**src/rtl/spi_ff_pkg.sv**
```systemverilog
package spi_ff_pkg;

  localparam int unsigned REG_AW = 4;
  localparam int unsigned NSRC   = 8;

  typedef enum logic [REG_AW-1:0] {
    A_TXDATA   = 4'd0,
    A_RXDATA   = 4'd1,
    A_STATUS   = 4'd2,
    A_IRQ_EN   = 4'd3,
    A_IRQ_STAT = 4'd4,
    A_IRQ_CLR  = 4'd5,
    A_TX_WM    = 4'd6,
    A_RX_WM    = 4'd7,
    A_TX_LVL   = 4'd8,
    A_RX_LVL   = 4'd9
  } reg_addr_e;

  // status / interrupt source bit positions
  localparam int unsigned ST_BUSY = 0;
  localparam int unsigned ST_ERR  = 1;
  localparam int unsigned ST_TXE  = 2;
  localparam int unsigned ST_TXH  = 3;
  localparam int unsigned ST_TXF  = 4;
  localparam int unsigned ST_RXE  = 5;
  localparam int unsigned ST_RXH  = 6;
  localparam int unsigned ST_RXF  = 7;

endpackage

```
**src/rtl/sff_queue.sv**
```systemverilog
module sff_queue #(
  parameter int unsigned DW    = 32,
  parameter int unsigned DEPTH = 8,
  parameter int unsigned LW    = $clog2(DEPTH + 1)
) (
  input  logic          clk,
  input  logic          rst_n,
  input  logic          push,
  input  logic [DW-1:0] push_data,
  input  logic          pop,
  output logic [DW-1:0] head,
  output logic [LW-1:0] level,
  output logic          empty,
  output logic          full,
  output logic          push_drop,
  output logic          pop_drop
);

  localparam int unsigned PW = (DEPTH > 1) ? $clog2(DEPTH) : 1;
  localparam logic [PW-1:0] LAST = PW'(DEPTH - 1);

  logic [DW-1:0] mem [DEPTH];
  logic [PW-1:0] wr_q, wr_n, rd_q, rd_n;
  logic [LW-1:0] cnt_q, cnt_n;
  logic          do_push, do_pop;

  assign empty     = (cnt_q == '0);
  assign full      = (cnt_q == LW'(DEPTH));
  assign do_push   = push & ~full;
  assign do_pop    = pop & ~empty;
  assign push_drop = push & full;
  assign pop_drop  = pop & empty;
  assign level     = cnt_q;
  assign head      = empty ? '0 : mem[rd_q];

  always_comb begin
    wr_n  = wr_q;
    rd_n  = rd_q;
    cnt_n = cnt_q;
    if (do_push) wr_n = (wr_q == LAST) ? '0 : wr_q + 1'b1;
    if (do_pop)  rd_n = (rd_q == LAST) ? '0 : rd_q + 1'b1;
    case ({do_push, do_pop})
      2'b10:   cnt_n = cnt_q + 1'b1;
      2'b01:   cnt_n = cnt_q - 1'b1;
      default: cnt_n = cnt_q;
    endcase
  end

  always_ff @(posedge clk or negedge rst_n) begin
    if (!rst_n) begin
      wr_q  <= '0;
      rd_q  <= '0;
      cnt_q <= '0;
    end else begin
      wr_q  <= wr_n;
      rd_q  <= rd_n;
      cnt_q <= cnt_n;
    end
  end

  // storage carries no reset
  always_ff @(posedge clk) begin
    if (do_push) mem[wr_q] <= push_data;
  end

endmodule

```
**src/rtl/sff_watermark.sv**
```systemverilog
module sff_watermark #(
  parameter int unsigned   LW     = 4,
  parameter logic [LW-1:0] RST_WM = '0
) (
  input  logic          clk,
  input  logic          rst_n,
  input  logic          wr_en,
  input  logic [LW-1:0] wr_val,
  input  logic [LW-1:0] level,
  output logic [LW-1:0] wm_q,
  output logic          half
);

  logic [LW-1:0] wm_n;

  always_comb begin
    wm_n = wm_q;
    if (wr_en) wm_n = wr_val;
  end

  always_ff @(posedge clk or negedge rst_n) begin
    if (!rst_n) wm_q <= RST_WM;
    else        wm_q <= wm_n;
  end

  assign half = (level >= wm_q);

endmodule

```
**src/rtl/sff_irq_bank.sv**
```systemverilog
module sff_irq_bank #(
  parameter int unsigned  N        = 8,
  parameter logic [N-1:0] RST_COND = '0
) (
  input  logic         clk,
  input  logic         rst_n,
  input  logic [N-1:0] cond,
  input  logic         en_wr,
  input  logic [N-1:0] en_val,
  input  logic         clr_wr,
  input  logic [N-1:0] clr_val,
  output logic [N-1:0] en_q,
  output logic [N-1:0] stat_q,
  output logic [N-1:0] rise,
  output logic         irq
);

  logic [N-1:0] prev_q;
  logic [N-1:0] stat_n;
  logic [N-1:0] en_n;

  generate
    for (genvar g = 0; g < N; g++) begin : g_src
      assign rise[g]   = cond[g] & ~prev_q[g];
      assign stat_n[g] = rise[g] | (stat_q[g] & ~(clr_wr & clr_val[g]));
    end
  endgenerate

  always_comb begin
    en_n = en_q;
    if (en_wr) en_n = en_val;
  end

  always_ff @(posedge clk or negedge rst_n) begin
    if (!rst_n) begin
      prev_q <= RST_COND;
      stat_q <= '0;
      en_q   <= '0;
    end else begin
      prev_q <= cond;
      stat_q <= stat_n;
      en_q   <= en_n;
    end
  end

  assign irq = |(stat_q & en_q);

endmodule

```
**src/rtl/spi_fifo_front.sv**
```systemverilog
module spi_fifo_front
  import spi_ff_pkg::*;
#(
  parameter int unsigned DW    = 32,
  parameter int unsigned DEPTH = 8
) (
  input  logic              clk,
  input  logic              rst_n,
  input  logic              bus_sel,
  input  logic              bus_write,
  input  logic [REG_AW-1:0] bus_addr,
  input  logic [DW-1:0]     bus_wdata,
  output logic [DW-1:0]     bus_rdata,
  input  logic              eng_busy,
  input  logic              eng_tx_take,
  output logic [DW-1:0]     eng_tx_word,
  output logic              eng_tx_ready,
  input  logic              eng_rx_put,
  input  logic [DW-1:0]     eng_rx_word,
  output logic              irq
);

  localparam int unsigned   LW     = $clog2(DEPTH + 1);
  localparam logic [LW-1:0] RST_WM = LW'(DEPTH / 2);
  localparam logic          HALF0  = ((DEPTH / 2) == 0);
  localparam logic [NSRC-1:0] RST_COND =
    {1'b0, HALF0, 1'b1, 1'b0, HALF0, 1'b1, 1'b0, 1'b0};

  // reset: asynchronous assert, synchronous release
  logic rst_meta_q, rst_sync_n;
  always_ff @(posedge clk or negedge rst_n) begin
    if (!rst_n) begin
      rst_meta_q <= 1'b0;
      rst_sync_n <= 1'b0;
    end else begin
      rst_meta_q <= 1'b1;
      rst_sync_n <= rst_meta_q;
    end
  end

  // bus decode
  logic wr_hit, rd_hit;
  logic tx_push_req, rx_pop_req;
  logic en_wr, clr_wr, txwm_wr, rxwm_wr;

  assign wr_hit      = bus_sel & bus_write;
  assign rd_hit      = bus_sel & ~bus_write;
  assign tx_push_req = wr_hit & (bus_addr == A_TXDATA);
  assign rx_pop_req  = rd_hit & (bus_addr == A_RXDATA);
  assign en_wr       = wr_hit & (bus_addr == A_IRQ_EN);
  assign clr_wr      = wr_hit & (bus_addr == A_IRQ_CLR);
  assign txwm_wr     = wr_hit & (bus_addr == A_TX_WM);
  assign rxwm_wr     = wr_hit & (bus_addr == A_RX_WM);

  // queues
  logic [LW-1:0] tx_lvl, rx_lvl, tx_wm, rx_wm;
  logic          tx_empty, tx_full, tx_half, tx_drop, tx_under;
  logic          rx_empty, rx_full, rx_half, rx_drop, rx_under;
  logic [DW-1:0] rx_head;

  sff_queue #(.DW(DW), .DEPTH(DEPTH), .LW(LW)) u_txq (
    .clk(clk), .rst_n(rst_sync_n),
    .push(tx_push_req), .push_data(bus_wdata),
    .pop(eng_tx_take), .head(eng_tx_word),
    .level(tx_lvl), .empty(tx_empty), .full(tx_full),
    .push_drop(tx_drop), .pop_drop(tx_under)
  );

  sff_queue #(.DW(DW), .DEPTH(DEPTH), .LW(LW)) u_rxq (
    .clk(clk), .rst_n(rst_sync_n),
    .push(eng_rx_put), .push_data(eng_rx_word),
    .pop(rx_pop_req), .head(rx_head),
    .level(rx_lvl), .empty(rx_empty), .full(rx_full),
    .push_drop(rx_drop), .pop_drop(rx_under)
  );

  sff_watermark #(.LW(LW), .RST_WM(RST_WM)) u_txwm (
    .clk(clk), .rst_n(rst_sync_n), .wr_en(txwm_wr),
    .wr_val(bus_wdata[LW-1:0]), .level(tx_lvl), .wm_q(tx_wm), .half(tx_half)
  );

  sff_watermark #(.LW(LW), .RST_WM(RST_WM)) u_rxwm (
    .clk(clk), .rst_n(rst_sync_n), .wr_en(rxwm_wr),
    .wr_val(bus_wdata[LW-1:0]), .level(rx_lvl), .wm_q(rx_wm), .half(rx_half)
  );

  assign eng_tx_ready = ~tx_empty;

  // sticky error: TX underflow from the engine side is ignored
  logic err_evt, err_q, err_n;
  assign err_evt = tx_drop | rx_drop | rx_under;

  always_comb begin
    err_n = err_q;
    if (clr_wr && bus_wdata[ST_ERR]) err_n = 1'b0;
    if (err_evt)                     err_n = 1'b1;
  end

  always_ff @(posedge clk or negedge rst_n) begin
    if (!rst_n)          err_q <= 1'b0;
    else if (!rst_sync_n) err_q <= 1'b0;
    else                 err_q <= err_n;
  end

  // status word and interrupts
  logic [NSRC-1:0] status_w, irq_en_q, irq_stat_q, irq_rise;

  always_comb begin
    status_w          = '0;
    status_w[ST_BUSY] = eng_busy;
    status_w[ST_ERR]  = err_q;
    status_w[ST_TXE]  = tx_empty;
    status_w[ST_TXH]  = tx_half;
    status_w[ST_TXF]  = tx_full;
    status_w[ST_RXE]  = rx_empty;
    status_w[ST_RXH]  = rx_half;
    status_w[ST_RXF]  = rx_full;
  end

  sff_irq_bank #(.N(NSRC), .RST_COND(RST_COND)) u_irq (
    .clk(clk), .rst_n(rst_sync_n), .cond(status_w),
    .en_wr(en_wr), .en_val(bus_wdata[NSRC-1:0]),
    .clr_wr(clr_wr), .clr_val(bus_wdata[NSRC-1:0]),
    .en_q(irq_en_q), .stat_q(irq_stat_q), .rise(irq_rise), .irq(irq)
  );

  // read mux
  always_comb begin
    bus_rdata = '0;
    case (bus_addr)
      A_RXDATA:   bus_rdata = rx_head;
      A_STATUS:   bus_rdata = DW'(status_w);
      A_IRQ_EN:   bus_rdata = DW'(irq_en_q);
      A_IRQ_STAT: bus_rdata = DW'(irq_stat_q);
      A_TX_WM:    bus_rdata = DW'(tx_wm);
      A_RX_WM:    bus_rdata = DW'(rx_wm);
      A_TX_LVL:   bus_rdata = DW'(tx_lvl);
      A_RX_LVL:   bus_rdata = DW'(rx_lvl);
      default:    bus_rdata = '0;
    endcase
  end

endmodule

```
**config.mk**
```make
export PLATFORM = sky130hd
export DESIGN_NAME = spi_fifo_front
export DESIGN_NICKNAME = d
export VERILOG_FILES = /design/src/rtl/spi_ff_pkg.sv /design/src/rtl/sff_queue.sv /design/src/rtl/sff_watermark.sv /design/src/rtl/sff_irq_bank.sv /design/src/rtl/spi_fifo_front.sv
export SDC_FILE = /design/constraint.sdc
export NUM_CORES = 1
export LEC_CHECK = 0
export BUFFER_PORTS_ARGS = -buffer_cell sky130_fd_sc_hd__buf_2
export CAP_MARGIN = 20
export CORE_ASPECT_RATIO = 1.1
export CORE_MARGIN = 8
export CORE_UTILIZATION = 44
export DETAILED_ROUTE_END_ITERATION = 7
export PLACE_DENSITY = 0.66
export SETUP_SLACK_MARGIN = 0.3
export SLEW_MARGIN = 5
export SYNTH_ARGS = -nofsm -noshare
export SYNTH_HDL_FRONTEND = slang
export SYNTH_HIERARCHICAL = 1
export SYNTH_SLANG_ARGS = --single-unit
```
**constraint.sdc**
```tcl
create_clock -name clk -period 5.2 [get_ports clk]
set_input_delay 0.78 -clock clk [delete_from_list [all_inputs] [get_ports clk]]
set_output_delay 0.78 -clock clk [all_outputs]
set_load 0.01 [all_outputs]
```
* After elaboration in Yosys (flattened, before gate mapping)
Memories as Yosys holds them, arrays and structs flattened.
Index checks and enable logic that the tools add are counted.
** Storage, ports and cells
- Bits in registers :: 55
- RAM bits :: 512
- Input port bits :: 75
- Output and inout port bits :: 66
- Word-level logic and storage cells :: 140
- Memories :: 2
** Cells by class
- Add/subtract/negate cells :: 8
- Magnitude comparators :: 2
- Eq/ne operators :: 20
- Muxes and demuxes :: 16
- Bitwise gates (word level) :: 71
- Reductions and logical operators :: 7
** Memories
- u_rxq.mem :: words 8, width 32, rd ports 1, clocked after Yosys merged registers in 0, wr ports 1, line sff_queue.sv:22 : logic [DW-1:0] mem [DEPTH];
- u_txq.mem :: words 8, width 32, rd ports 1, clocked after Yosys merged registers in 0, wr ports 1, line sff_queue.sv:22
** Operators by type and width (count)
- 32-bit one-hot mux with 8 select lines :: 1
- 32-bit two-way mux :: 2
- 1-bit bitwise AND :: 39
- 1-bit NOT :: 21
- 4-bit by 3-bit equality test with 1-bit output (second input constant) :: 4
- 4-bit equality test (second input constant) :: 4
- 4-bit one-hot mux with 2 select lines :: 2
- 3-bit by 1-bit adder with 3-bit output (second input constant) :: 4
- 3-bit equality test (second input constant) :: 4
- 4-bit logical NOT :: 3
- 3-bit two-way mux :: 4
- 1-bit OR :: 10
- 4-bit by 1-bit adder with 4-bit output (second input constant) :: 2
- 8-bit bitwise AND :: 1
- 4-bit by 2-bit equality test with 1-bit output (second input constant) :: 2
- 4-bit greater-or-equal comparator :: 2
- 8-bit OR reduction :: 1
- 4-bit by 1-bit subtractor with 4-bit output (second input constant) :: 2
- 1-bit two-way mux :: 7
- 2-bit by 1-bit equality test with 1-bit output (second input constant) :: 2
- 2-bit equality test (second input constant) :: 2
- 4-bit by 1-bit equality test with 1-bit output (second input constant) :: 1
- 2-bit nonzero test :: 2
- 3-bit by 1-bit != test with 1-bit output (second input constant) :: 1
- 1-bit logical AND :: 1

* Depth between registers and ports, before layout
Gate-level depths: netlist (run 1).
- Depth after elaboration :: 7
- Depth in mapped cells :: 13

* Hierarchy
The synthesis (run 1) kept the hierarchy.
** Modules (own cells, without submodules)
- sff_queue :: instances 2, cells an instance 469, area an instance 10403.7 µm²
- sff_irq_bank :: instances 1, cells an instance 63, area an instance 915.9 µm²
- spi_fifo_front :: instances 1, cells an instance 102, area an instance 823.3 µm²
- sff_watermark :: instances 2, cells an instance 24, area an instance 239.0 µm²

* Least setup slack after synthesis (run 1)
OpenSTA, ideal clock, no wires.
- Kind :: input to register
- Start :: in bus_addr[2]
- End :: mem u_txq.mem[0][0], enable pin
- Library setup time :: 501 ps
- Arrival :: 4764 ps
- Required time :: 4699 ps
- Path slack :: -65 ps
- Stages on the path :: 7
- Path buffers :: 2
- Cell sequence :: buf_6 nor2_1 nand3_1 nor3_1 nand2b_1 buf_4 nor4_1
** On the way
- Longest elaborated chain between the ends :: 5
** Ends and longest elaborated chain
- start: declaration :: line spi_fifo_front.sv:11 : input logic [REG_AW-1:0] bus_addr,
- 4-bit logical NOT :: line spi_fifo_front.sv:48 : assign tx_push_req = wr_hit & (bus_addr == A_TXDATA);
- 1-bit bitwise AND :: line spi_fifo_front.sv:48
- via tx_push_req :: line spi_fifo_front.sv:43 : logic tx_push_req, rx_pop_req;
- 1-bit bitwise AND :: line sff_queue.sv:29 : assign do_push = push & ~full;
- 1-bit two-way mux :: line sff_queue.sv:63 : if (do_push) mem[wr_q] <= push_data;
- 1-bit two-way mux (implied by the code) :: line sff_queue.sv:63
- end: declaration :: line sff_queue.sv:22
The timed path passes the listed nets, and every way through them passes these cells.

* Worst setup path in the final report (run 1)
- Start :: reg u_rxq.rd_q[1]
- End :: out bus_rdata[11]
** On the way
- Longest elaborated chain between the ends :: 3
** Ends and longest elaborated chain
- start: declaration :: line sff_queue.sv:23 : logic [PW-1:0] wr_q, wr_n, rd_q, rd_n;
- start signal: assignment :: line sff_queue.sv:56 : rd_q <= rd_n;
- memory read 8 x 32 bit
- 32-bit two-way mux :: line sff_queue.sv:34 : assign head = empty ? '0 : mem[rd_q];
- via rx_head[11] :: line spi_fifo_front.sv:59 : logic [DW-1:0] rx_head;
- 32-bit one-hot mux with 8 select lines :: line spi_fifo_front.sv:130 : case (bus_addr)
- end: declaration :: line spi_fifo_front.sv:13 : output logic [DW-1:0] bus_rdata,
The timed path passes the listed nets, and every way through them passes these cells.

==> flow_metrics.tcl, run 1 <==
set metrics [dict create \
    outcome "complete, no violations" \
    netlist_area_um2 23000 \
    p_leak_nw 9.00 \
    syn_inst 1150 \
    postPlaceCellArea_um2 24500 \
    r2r_cells 11 \
    skew_ps 8.55 \
    seqPwrFrac_pct 46.0 \
    num_io_pins 141 \
    hold_path_class "flip-flop to flip-flop" \
    finalWirelength_mm 47.2 \
    worstSetupPathType "flip-flop to primary output" \
    critPathArrivalTime_ps 3110 \
    cp-startpoint "u_rxq/rd_q[1]" \
    syn-mean-instance-area_um2 20.0 \
    overflow 0 \
    wl_per_cell_um 23.2 \
    finalSetupTns_ps 0 \
    syn_nets 1247 \
    slew_viol_final 0 \
    cts_tree "built" \
    fin_area_um2 26300 \
    dr.pass1.iters 4 \
    end_kind "primary output" \
    crit_required_ps 4420 \
    drc_errors 0 \
    place_ws_ps 1540 \
    yosysWarnings 6 \
    grt_pass1_vias 12000 \
    cts.path.max_buffers 3 \
    clkPwrFrac_pct 30.6 \
    finalSetupViolations 0 \
    hold_violations 0 \
    clkTransAtPathRegs_ps 70 \
    hold_buffers 1 \
    grt_max_degree 54 \
    cts_inserted_buffers 55 \
    rsz0062_at_grt "no" \
    min_path_cells 0 \
    worstHoldEndpoint "rst_sync_n" \
    startpoint_type "flip-flop" \
    numPortBuffers 140 \
    postRouteAntennaNets 0 \
    combPwrFrac_pct 23.3 \
    grt_pass1_wl_mm 72.7 \
    vias 11100 \
    power_density_nw_per_um2 491 \
    initial_core_util_pct 44.2 \
    p_switching_mw 3.69 \
    die_h_um 256 \
    track_usage_pct 15.9 \
    fp-row-count 88 \
    max_freq_ghz 0.257 \
    crit_slowest_cell "dfrtp_2" \
    syn_to_final_growth_pct 14.3 \
    cts_root_buf "clkbuf_16" \
    antenna_found_initial 9 \
    dpl.hpwl_mm 28.4 \
    r2r-end "u_txq/level[2]" \
    r2r_slack_ps 2240 \
    drtIter0Drc 667 \
    post-cts-setup-buffers 0 \
    hold_start "rst_meta_q" \
    place_congestion 0.817 \
    r2r_start "u_txq/level[2]" \
    clock_latency_ps 590 \
    max_stage_delay_ps 1020 \
    ir_worst_vdd_uv 430 \
    dieArea_um2 59900 \
    htree_num_levels 2 \
    path_max_fanout 39 \
    cp_cell_sequence "buf_4 -> mux4_2 -> mux2i_1 -> nor2_1 -> and3_1 -> buf_2" \
    cell_internal_pwr_mw 9.23 \
    cap_violations 0 \
    die_w_um 234 \
    slew_headroom_pct 33.1 \
    cts_sinks 567 \
    viasPerCell 5.46 \
    switching_share_pct 28.6 \
    period_needed_ps 3890 \
    drive_above_1_share_pct 32.8 \
    core-area_um2 52100 \
    cts_resized 0 \
    timing.final.ws_setup_ps 1310 \
    min_period_over_period_pct 74.8 \
    nets 1412 \
    tightest_slew_ps 1000 \
]
## stage by stage
stage / hold WS, ps / cells / total power, mW / util [%]
5_1_grt: 331 / 2035 / 13.5 / 50.5
2_1_floorplan: 331 / 1150 / 8.20 / -
6_report: 352 / 2036 / 12.9 / 50.5
3_5_place_dp: 339 / 1931 / 9.15 / 47.0
4_1_cts: 325 / 2034 / 13.1 / 50.5
3_3_place_gp: 335 / 1931 / 9.08 / 47.0
## layer usage
layer	part of all wire (%)	GRT usage (%)	up-vias	routed length [µm]
met4	2.2	4.22	16	1050
li1	-	-	4987	-
met1	40	19.4	5763	19000
met3	5.3	3.62	84	2500
met2	52	28.0	269	24500
met5	0.21	0	-	101
## power by group through the flow
stage	logic (mW)	registers, mW	clock network, mW
after floorplan	2.52	5.68	0
after global placement	3.04	6.04	0
after detailed placement	3.08	6.07	0
after CTS	3.09	5.98	4.07
after global routing	3.29	6.03	4.22
final	3.01	5.95	3.96
## worst max-delay path: cells and delay by family, from the launching register on
kind          cells  cell delay, ps
buf+inv           2             680
flops             1            1020
mux               2             540
simple gates      2             250
## area by class of cell
cell class	count	area (µm²)
Fill cell	4179	25800
Multi-Input combinational cell	509	5880
Antenna cell	1	2.50
Clock inverter	39	398
Clock buffer	63	1420
Sequential cell	567	16800
Tap cell	675	845
Inverter	12	45.0
Timing Repair Buffer	170	953
## sequential cells by signal (all words and copies together), names as in the netlist, 4 cells and up
| signal | cells |
|---|---|
| u_irq/en_q | 8 |
| u_txq/level | 4 |
| u_txwm/wm_q | 4 |
| u_irq/stat_q | 8 |
| u_rxwm/wm_q | 4 |
| u_rxq/mem | 256 |
| u_txq/mem | 256 |
| u_rxq/level | 4 |
| u_irq/prev_q | 8 |
## cell usage in the layout, fill, tap and decap left out, types with 5 or more instances in the layout
master and instances:
and3_1 24, dfrtp_2 5, clkinv_2 11, nand2_1 19, nor3_1 9, o21ai_1 5, a22oi_1 24, clkbuf_1 7
clkinvlp_4 6, clkbuf_16 55, mux2_1 7, buf_4 27, mux2_2 8, o21ai_0 6, inv_1 10, nor3_2 8
a21o_1 12, mux2_4 11, mux2i_1 64, dfrtp_1 44, bufinv_16 6, clkinv_1 8, buf_2 140, nor2b_1 9
ha_1 22, xor2_1 8, mux4_2 126, edfxtp_1 512, nand2b_1 12, nor2_1 72, nor2_4 6
## how the worst max path moves through the flow
stage | endpoint | slack, ps | depth (start not counted)
global placement | u_txq/level[2] | 1570 | 13
floorplan | u_rxq/mem[0][0] | 640 | 3
CTS | bus_rdata[11] | 1210 | 6
global route | bus_rdata[11] | 1100 | 6
finish | bus_rdata[11] | 1310 | 6
detailed placement | u_txq/level[2] | 1540 | 13
Note: power is estimated with default switching activity, not from simulation.
==> inputs of run 2 (changes only) <==
--- a/config.mk
+++ b/config.mk
@@ -11,7 +11,7 @@
 export CORE_MARGIN = 8
 export CORE_UTILIZATION = 44
 export DETAILED_ROUTE_END_ITERATION = 7
-export PLACE_DENSITY = 0.66
+export PLACE_DENSITY = 0.68
 export SETUP_SLACK_MARGIN = 0.3
 export SLEW_MARGIN = 5
 export SYNTH_ARGS = -nofsm -noshare
==> constraint.sdc (replaced) <==
create_clock -name clk -period 3.35 [get_ports clk]
set_input_delay 0.5025 -clock clk [delete_from_list [all_inputs] [get_ports clk]]
set_output_delay 0.5025 -clock clk [all_outputs]
set_load 0.01 [all_outputs]
==> run 2 against run 1 <==
- clock skew is 7.7 ps higher
- via count up 2.1%
- clock power grew 48%
- non-clock buffer count up 26
- sequential cell count unchanged
- register-to-register slack worse by 1400 ps
- core utilization up 0.90 points
==> flow_metrics.tcl, run 2 (synthesized netlist as in run 1, its figures left out) <==
set metrics [dict create \
    outcome "complete, no violations" \
    top_layer_used "met5" \
    max_stage_delay_ps 500 \
    fp-row-count 88 \
    end_kind "primary output" \
    core-area_um2 52100 \
    met1_length_mm 19.3 \
    fillers 4086 \
    dieArea_um2 59900 \
    cp_cell_sequence "buf_6 -> buf_12 -> mux4_2 -> mux2i_2 -> nor2_1 -> a22oi_1 -> o21a_1 -> o21ai_2 -> buf_2" \
    critPathArrivalTime_ps 2630 \
    antenna_found_initial 9 \
    multi_input_area_um2 5960 \
    postPlaceCellArea_um2 24700 \
    rsz0062_at_grt "yes" \
    grt_max_degree 37 \
    finalWirelength_mm 48.0 \
    max_freq_ghz 0.319 \
    skew_ps 16.3 \
    finalSetupViolations 0 \
    timing.final.ws_setup_ps 215 \
    hold_path_class "primary input to flip-flop" \
    overflow 0 \
    switching_share_pct 28.6 \
    wl_met3_mm 2.73 \
    wl_per_cell_um 23.3 \
    die_h_um 256 \
    die_w_um 234 \
    instances_no_fill 2061 \
    combPwrFrac_pct 26.7 \
    nets 1438 \
    p_leak_nw 9.19 \
    startpoint_type "flip-flop" \
    period_needed_ps 3130 \
    track_usage_pct 15.8 \
    min_period_over_period_pct 93.6 \
    cap_violations 0 \
    dpl.hpwl_mm 27.6 \
    hold_violations 0 \
    grt_pass1_wl_mm 72.1 \
    clkTransAtPathRegs_ps 60 \
    ir_worst_vdd_uv 473 \
    dp_cells 1938 \
    num_io_pins 141 \
    worstSetupPathType "flip-flop to primary output" \
    drc_errors 0 \
    final_cell_mix "edfxtp_1 (512), buf_2 (140), mux4_2 (126), nor2_1 (73), mux2i_1 (59)" \
    place_congestion 0.788 \
    slew_headroom_pct 47.9 \
    cts_tree "built" \
    crit_required_ps 2850 \
    path_max_fanout 5 \
    postRouteAntennaNets 0 \
    cell_internal_pwr_mw 14.5 \
    tightest_slew_ps 782 \
    slew_viol_final 0 \
    syn_to_final_growth_pct 16.3 \
    grt_pass1_vias 11900 \
    clock_latency_ps 600 \
    p_total_mw 20.3 \
    initial_core_util_pct 44.2 \
    route.met2.wl_mm 24.7 \
    vias 11400 \
    viasPerCell 5.51 \
    cts_sinks 567 \
    numPortBuffers 140 \
    clkPwrFrac_pct 28.8 \
    power_density_nw_per_um2 759 \
    p_switching_mw 5.81 \
    place_ws_ps 494 \
    fin_area_um2 26800 \
    drive_above_1_share_pct 34.0 \
    crit_slowest_cell "dfrtp_4" \
    htree_num_levels 2 \
    final_common_cell "edfxtp_1" \
    drtIter0Drc 886 \
    cts_root_buf "clkbuf_16" \
    seqCellArea_um2 16800 \
    dr.pass1.iters 5 \
    top_regs "u_rxq/mem x256, u_txq/mem x256" \
    seqPwrFrac_pct 44.4 \
    cts_inserted_buffers 55 \
    whs_ps 84.7 \
    cts.path.max_buffers 3 \
]
-- run 2: cell types whose count changed in the layout (fill, tap and decap cells not counted), sizes merged --
cell      before  now
buf          169  192
clkbuf        63   72
inv           16   13
bufinv         6    4
clkinvlp       6    4
clkinv        23   22
diode          1    2
-- run 2: power groups by stage --
stage               clock network (mW)  registers (mW)  logic (mW)
floorplan                            0            8.83        3.91
CTS                               5.99            9.03        5.38
global route                      6.25            9.10        5.91
detailed placement                   0            9.39        4.87
global placement                     0            9.35        4.82
finish                            5.86            9.02        5.43
-- run 2: through the flow --
stage	utilization (%)	TNS, ps
5_1_grt	51.4	0
3_3_place_gp	47.4	0
6_report	51.4	0
2_1_floorplan	-	-27560
3_5_place_dp	47.4	0
4_1_cts	51.1	0
-- run 2: per-layer routing --
layer | track usage (%) | up-vias
li1 | - | 5034
met1 | 20.0 | 5918
met2 | 27.2 | 299
met3 | 3.13 | 87
met4 | 4.79 | 14
met5 | 0 | -
-- run 2: final cells by class --
class / count / area share (%)
Sequential cell: 567 / 62.7
Clock inverter: 31 / 1.03
Antenna cell: 2 / 0.0187
Timing Repair Buffer: 196 / 5.36
Clock buffer: 69 / 5.34
Inverter: 12 / 0.168
Tap cell: 675 / 3.15
Multi-Input combinational cell: 509 / 22.3
-- run 2: repair_timing --
action | CTS | global route
resized for setup | 15 | 13
pin swaps | 4 | 5
hold buffers | 1 | 0
endpoints found under the setup margin | 56 | 40
hold endpoints to repair | 3 | 0
setup buffers | 11 | 5
gates cloned | 0 | 4
-- run 2: path summary, 6_finish.rpt --
kind                                 from         endpoint  slack [ps]  depth (start not counted)
max                         u_rxq/rd_q[0]     bus_rdata[0]         220                          9
min                              eng_busy  u_irq/prev_q[0]          80                          1
max reg2reg                u_txq/level[0]   u_txq/level[2]         820                         11
min reg2reg                    rst_sync_n   u_rxq/level[1]         310                          0
max in group asynchronous      rst_sync_n  u_irq/prev_q[2]        2220                          1
min in group asynchronous           rst_n       rst_meta_q         240                          2
-- run 2: critical path, delay by kind of cell, from the launching register on --
family / cells / cell delay, ps
AND/OR/NAND/NOR: 1 / 90
AO/OA/AOI/OAI: 3 / 420
flip-flops: 1 / 500
multiplexers: 2 / 630
buffers and inverters: 3 / 410
